**config.mk**
```make
export PLATFORM = sky130hd
export DESIGN_NAME = addr_gen_unit
export DESIGN_NICKNAME = d
export VERILOG_FILES = /design/src/rtl/agu_pkg.sv /design/src/rtl/agu_imm_ext.sv /design/src/rtl/agu_index_scaler.sv /design/src/rtl/agu_mode_calc.sv /design/src/rtl/addr_gen_unit.sv
export SDC_FILE = /design/constraint.sdc
export NUM_CORES = 1
export LEC_CHECK = 0
export BUFFER_PORTS_ARGS = -buffer_cell sky130_fd_sc_hd__buf_4
export CAP_MARGIN = 5
export CORE_ASPECT_RATIO = 0.5
export CORE_MARGIN = 10
export CORE_UTILIZATION = 45
export DETAILED_ROUTE_END_ITERATION = 10
export MAX_ROUTING_LAYER = met4
export PLACE_DENSITY = 0.67
export SETUP_SLACK_MARGIN = 0.02
export SKIP_CTS_REPAIR_TIMING = 1
export SYNTH_ARGS = -nofsm -noshare
export SYNTH_HDL_FRONTEND = slang
export SYNTH_SLANG_ARGS = --single-unit
```
**constraint.sdc**
```tcl
create_clock -name clk -period 16.2 [get_ports clk]
set_input_delay 3.24 -clock clk [delete_from_list [all_inputs] [get_ports clk]]
set_output_delay 3.24 -clock clk [all_outputs]
set_load 0.05 [all_outputs]
```
**src/rtl/agu_pkg.sv**
```systemverilog
package agu_pkg;

  typedef enum logic [2:0] {
    AM_OFFSET   = 3'd0,
    AM_BASE_IDX = 3'd1,
    AM_SCALED   = 3'd2,
    AM_POST_INC = 3'd3,
    AM_PRE_UPD  = 3'd4,
    AM_PC_REL   = 3'd5,
    AM_MEM_IND  = 3'd6,
    AM_SPARE    = 3'd7
  } am_mode_e;

  typedef enum logic [1:0] {
    IW_BYTE  = 2'd0,
    IW_HALF  = 2'd1,
    IW_WORD  = 2'd2,
    IW_WORD2 = 2'd3
  } imm_width_e;

  localparam int unsigned IMM_FIELD_W = 32;
  localparam int unsigned SCALE_SEL_W = 2;

  function automatic logic mode_writes_base(input logic [2:0] m);
    return (m == 3'(AM_POST_INC)) || (m == 3'(AM_PRE_UPD));
  endfunction

endpackage

```
**src/rtl/agu_imm_ext.sv**
```systemverilog
module agu_imm_ext
  import agu_pkg::*;
#(
  parameter int unsigned AW = 32
) (
  input  logic [IMM_FIELD_W-1:0] imm_raw,
  input  logic [1:0]             imm_width,
  output logic [AW-1:0]          imm_sx
);

  logic signed [7:0]  imm_b;
  logic signed [15:0] imm_h;
  logic signed [31:0] imm_w;

  assign imm_b = imm_raw[7:0];
  assign imm_h = imm_raw[15:0];
  assign imm_w = imm_raw[31:0];

  always_comb begin
    case (imm_width_e'(imm_width))
      IW_BYTE:  imm_sx = AW'(imm_b);
      IW_HALF:  imm_sx = AW'(imm_h);
      default:  imm_sx = AW'(imm_w);
    endcase
  end

endmodule

```
**src/rtl/agu_index_scaler.sv**
```systemverilog
module agu_index_scaler
  import agu_pkg::*;
#(
  parameter int unsigned AW = 32
) (
  input  logic [AW-1:0]          index_val,
  input  logic [SCALE_SEL_W-1:0] scale_sel,
  output logic [AW-1:0]          index_sc
);

  localparam int unsigned NSCALE = 1 << SCALE_SEL_W;

  logic [AW-1:0] shifted [NSCALE];

  for (genvar g = 0; g < NSCALE; g++) begin : g_shift
    assign shifted[g] = index_val << g;
  end

  assign index_sc = shifted[scale_sel];

endmodule

```
**src/rtl/agu_mode_calc.sv**
```systemverilog
module agu_mode_calc
  import agu_pkg::*;
#(
  parameter int unsigned AW = 32
) (
  input  logic [2:0]    mode,
  input  logic [AW-1:0] base_val,
  input  logic [AW-1:0] index_val,
  input  logic [AW-1:0] index_sc,
  input  logic [AW-1:0] imm_sx,
  input  logic [AW-1:0] pc_val,
  output logic [AW-1:0] ea_nxt,
  output logic [AW-1:0] wb_nxt,
  output logic          wb_req,
  output logic          illegal
);

  logic [AW-1:0] base_imm;

  assign base_imm = base_val + imm_sx;

  always_comb begin
    ea_nxt  = '0;
    wb_nxt  = '0;
    wb_req  = 1'b0;
    illegal = 1'b0;
    case (am_mode_e'(mode))
      AM_OFFSET:   ea_nxt = base_imm;
      AM_BASE_IDX: ea_nxt = base_val + index_val;
      AM_SCALED:   ea_nxt = base_imm + index_sc;
      AM_POST_INC: begin
        ea_nxt = base_val;
        wb_nxt = base_val + AW'(1);
        wb_req = 1'b1;
      end
      AM_PRE_UPD: begin
        ea_nxt = base_imm;
        wb_nxt = base_imm;
        wb_req = 1'b1;
      end
      AM_PC_REL:   ea_nxt = pc_val + imm_sx;
      default:     illegal = 1'b1;
    endcase
  end

endmodule

```
**src/rtl/addr_gen_unit.sv**
```systemverilog
module addr_gen_unit
  import agu_pkg::*;
#(
  parameter int unsigned AW = 32
) (
  input  logic                   clk,
  input  logic                   rst,
  input  logic                   in_valid,
  input  logic [2:0]             mode,
  input  logic [AW-1:0]          base_val,
  input  logic [AW-1:0]          index_val,
  input  logic [SCALE_SEL_W-1:0] scale_sel,
  input  logic [IMM_FIELD_W-1:0] imm_raw,
  input  logic [1:0]             imm_width,
  input  logic [AW-1:0]          pc_val,
  output logic                   out_valid,
  output logic [AW-1:0]          addr,
  output logic [AW-1:0]          wb_val,
  output logic                   wb_en,
  output logic                   bad_mode
);

  logic [AW-1:0] imm_sx;
  logic [AW-1:0] index_sc;
  logic [AW-1:0] ea_nxt;
  logic [AW-1:0] wb_nxt;
  logic          wb_req;
  logic          illegal;

  agu_imm_ext #(.AW(AW)) u_imm (
    .imm_raw   (imm_raw),
    .imm_width (imm_width),
    .imm_sx    (imm_sx)
  );

  agu_index_scaler #(.AW(AW)) u_scale (
    .index_val (index_val),
    .scale_sel (scale_sel),
    .index_sc  (index_sc)
  );

  agu_mode_calc #(.AW(AW)) u_calc (
    .mode      (mode),
    .base_val  (base_val),
    .index_val (index_val),
    .index_sc  (index_sc),
    .imm_sx    (imm_sx),
    .pc_val    (pc_val),
    .ea_nxt    (ea_nxt),
    .wb_nxt    (wb_nxt),
    .wb_req    (wb_req),
    .illegal   (illegal)
  );

  // Result register: one cycle from request to result.
  always_ff @(posedge clk) begin
    if (rst) begin
      out_valid <= 1'b0;
      addr      <= '0;
      wb_val    <= '0;
      wb_en     <= 1'b0;
      bad_mode  <= 1'b0;
    end else begin
      out_valid <= in_valid;
      wb_en     <= in_valid & wb_req & ~illegal;
      bad_mode  <= in_valid & illegal;
      if (in_valid) begin
        addr   <= ea_nxt;
        wb_val <= wb_nxt;
      end
    end
  end

  p_valid_follow_r9: assert property (@(posedge clk) disable iff (rst)
    in_valid |=> out_valid);

  p_idle_quiet_r9: assert property (@(posedge clk) disable iff (rst)
    !in_valid |=> (!out_valid && !wb_en && !bad_mode));

  p_illegal_nowb_r8: assert property (@(posedge clk) disable iff (rst)
    (in_valid && (mode == 3'(AM_MEM_IND) || mode == 3'(AM_SPARE)))
      |=> (bad_mode && !wb_en && addr == '0));

  p_postinc_r4: assert property (@(posedge clk) disable iff (rst)
    (in_valid && mode == 3'(AM_POST_INC))
      |=> (wb_en && addr == $past(base_val) && wb_val == $past(base_val) + AW'(1)));

  p_preupd_r5: assert property (@(posedge clk) disable iff (rst)
    (in_valid && mode == 3'(AM_PRE_UPD)) |=> (wb_en && wb_val == addr));

  p_offset_r1: assert property (@(posedge clk) disable iff (rst)
    (in_valid && mode == 3'(AM_OFFSET))
      |=> (!wb_en && addr == $past(base_val) + $past(imm_sx)));

  p_pcrel_r6: assert property (@(posedge clk) disable iff (rst)
    (in_valid && mode == 3'(AM_PC_REL))
      |=> (!wb_en && addr == $past(pc_val) + $past(imm_sx)));

  p_wb_needs_valid_r9: assert property (@(posedge clk) disable iff (rst)
    wb_en |-> (out_valid && !bad_mode));

endmodule

```
==> flow_summary.ini <==
[final_layout]
antenna_cells = 0
areaGrowthSynthToFinish_pct = 18.1
ff_latch_area_sq_um = 1340
multiInputGateArea_sq_um = 9620
fin_nets = 1955
drive_gt1_share_pct = 17.1
final_cells = 2037
fillers = 2507

[logic_synthesis]
yosys.area.top_type = ha_1
yosys.area_share.simple_pct = 20.1
yosysSeqAreaShare_pct = 11.8
synth_top_area_share_pct = 13.7
synth_edf_count = 0
syn_avg_cell_area_sq_um = 7.43
yosys_warnings = 0
synthArstFlopShare_pct = 0
synth_common_cells = a21oi_1, nor2_1, nand2_1
netlist_area_sq_um = 11400
syn_inst = 1537
synth_most_common_cell = a21oi_1
synthAdderAreaFrac_pct = 14.4
synth-compound-area-share_pct = 33.0
synth_top_family_by_area = compound AO/OA/AOI/OAI gates
synth_mux_area_share_pct = 6.56
yosys_most_used_dff = dfxtp_1
synthXorXnorAreaFrac_pct = 9.98
ys_ff_latch = 67
synthTopCellsByArea = ha_1, dfxtp_1, a21oi_1, xnor2_1, mux4_2
synth_cell_type_count = 79
synth_nets = 1804

[sta]
period_minus_slack_ps = 8720
fin_worst_skew_ps = 0
relSlewSlack_pct = 14.2
grt_setup_unrepaired = false
worstMarginPinSlew_ps = 1280
setup-violations-final = 0
fin_setup_tns_ps = 0
fmax_ghz = 0.115
slew_viol_final = 0
period_share_pct = 53.8
hold_slack_ps = 463
worst_slack_ps = 7480
finalHoldViolCount = 0

[setup_path]
worstPathArrival_ps = 8940
critPathMaxFanout = 16
cp-end-kind = flop
critPathKind = in -> reg
worstRegToRegCells = 4
rrSetupSlack_ps = 14680
crit_required_ps = 16420
timing.rr.end = addr[25]
start_kind = input pin
timing.rr.start = addr[25]

[route]
ant_nets = 0
routedWlPerCell_um = 24.3
vias_per_cell = 6.46
drt_wl_total_um = 49500
drc = 0
drt_iter0_drc = 1376
drt_pass1_iterations = 6
vias = 13150

[placement]
place_ws_ps = 7340
gp_congestion = 0.983
placedCellCount = 2021
io_buffers = 204
place_hpwl_um = 40100

[floorplanning]
start_util_pct = 45.5
die_x_um = 245
coreArea_sq_um = 25100
dieArea_sq_um = 32500
rows = 41
die_y_um = 133
boundaryPins = 205

[min_path]
hp-class = reg -> reg
holdPathEnd = addr[15]
holdPathStages = 2
min_from = addr[15]

[job]
drv_cap = 0

[power]
p_per_area_nw_per_um2 = 83.5
leakage_uw = 0.00571
ir_drop_uv = 47.6

[clocking]
clk_latency_ps = 350
cts_tree = yes
clk_pin_slew_worst_paths_ps = 60
cts_num_sinks = 67
cts_root_buf = clkbuf_16
htree_levels = 3
cts-buffers-inserted = 9
cts_buffer_depth = 2

[grt]
grt_max_degree = 57
overflow = 0
grt_usage_pct = 30.0
antenna_found_initial = 0
grt_pass1_vias = 12499
grt_pass1_wl_um = 75200

[outcome]
outcome = finished, final reports clean
-- critical path: stages --
cell and delay (ps):
buf_4 130, nor2b_1 130, a211oi_2 900, a21oi_1 160, ha_1 550, nand2_1 140
o21ai_0 200, a211oi_1 100, a211oi_1 430, nand2b_1 230, xor2_1 340, ha_1 380
a21oi_1 290, o211ai_1 170, a31oi_1 340, o211ai_1 120, o21ai_0 320, o22ai_1 160
o41ai_1 340, xnor2_1 160, o21ai_1 80
-- layout make-up --
cell class	count	area share, %
inverter	49	1.36
clock buffer	9	1.67
sequential	67	9.95
timing repair buffer	216	12.0
tap	344	3.19
clock inverter	7	0.427
multi-input combinational	1345	71.4
-- power breakdown --
group / internal [uW] / switching [uW] / total [uW]
Clock: 106 / 88.5 / 194
Sequential: 177 / 7.88 / 185
Combinational: 285 / 462 / 747
Total: 568 / 558 / 1130
-- kinds of logic (layout without fill, tap and decap cells) --
family                     count (synthesis)  count (layout)
adders and majority gates                129             129
and+or+nand+nor                          485             485
xor gates and xnor gates                 130             130
muxes                                     41              41
AOI/OAI and AO/OA                        560             560
buffers and inverters                    125             281
DFF                                       67              67
-- placed cells by master (no fill, tap or decap), drive strengths merged, types with 53 or more instances in the layout --
cell     n
a21oi  157
o21ai  112
xor2    55
nor2   137
ha     125
inv     53
buf    216
dfxtp   67
xnor2   75
nand2  130
-- through the flow --
stage	util, %	power (uW)	cell area, sq um
finish	53.7	1130	13500
global route	53.7	1200	13500
CTS	53.7	1110	13500
detailed placement	52.6	918	13200
global placement	52.6	913	13200
floorplan	-	706	11400
-- worst max path at each step --
stage,from,to,slack (ps),cells after the start
after CTS,imm_raw[7],addr[31],7690,21
final,imm_raw[7],addr[31],7480,21
after detailed placement,imm_raw[7],addr[31],7340,21
after global placement,imm_raw[7],addr[30],7560,20
after global routing,imm_raw[7],addr[26],7050,22
after floorplan,imm_width[0],addr[28],8390,23
-- sequential cells by signal, indices dropped and copies added, names as in the netlist --
register	cells
wb_en	1
out_valid	1
addr	32
bad_mode	1
wb_val	32
-- per-layer routing --
metal | track usage [%] | share of wire, % | routed length, um
met2 | 47.2 | 45 | 22500
met1 | 39.0 | 45 | 22200
met5 | - | 0 | 0
met3 | 4.12 | 6.7 | 3320
met4 | 9.50 | 3.0 | 1510
Note: power is estimated with default switching activity, not from simulation.
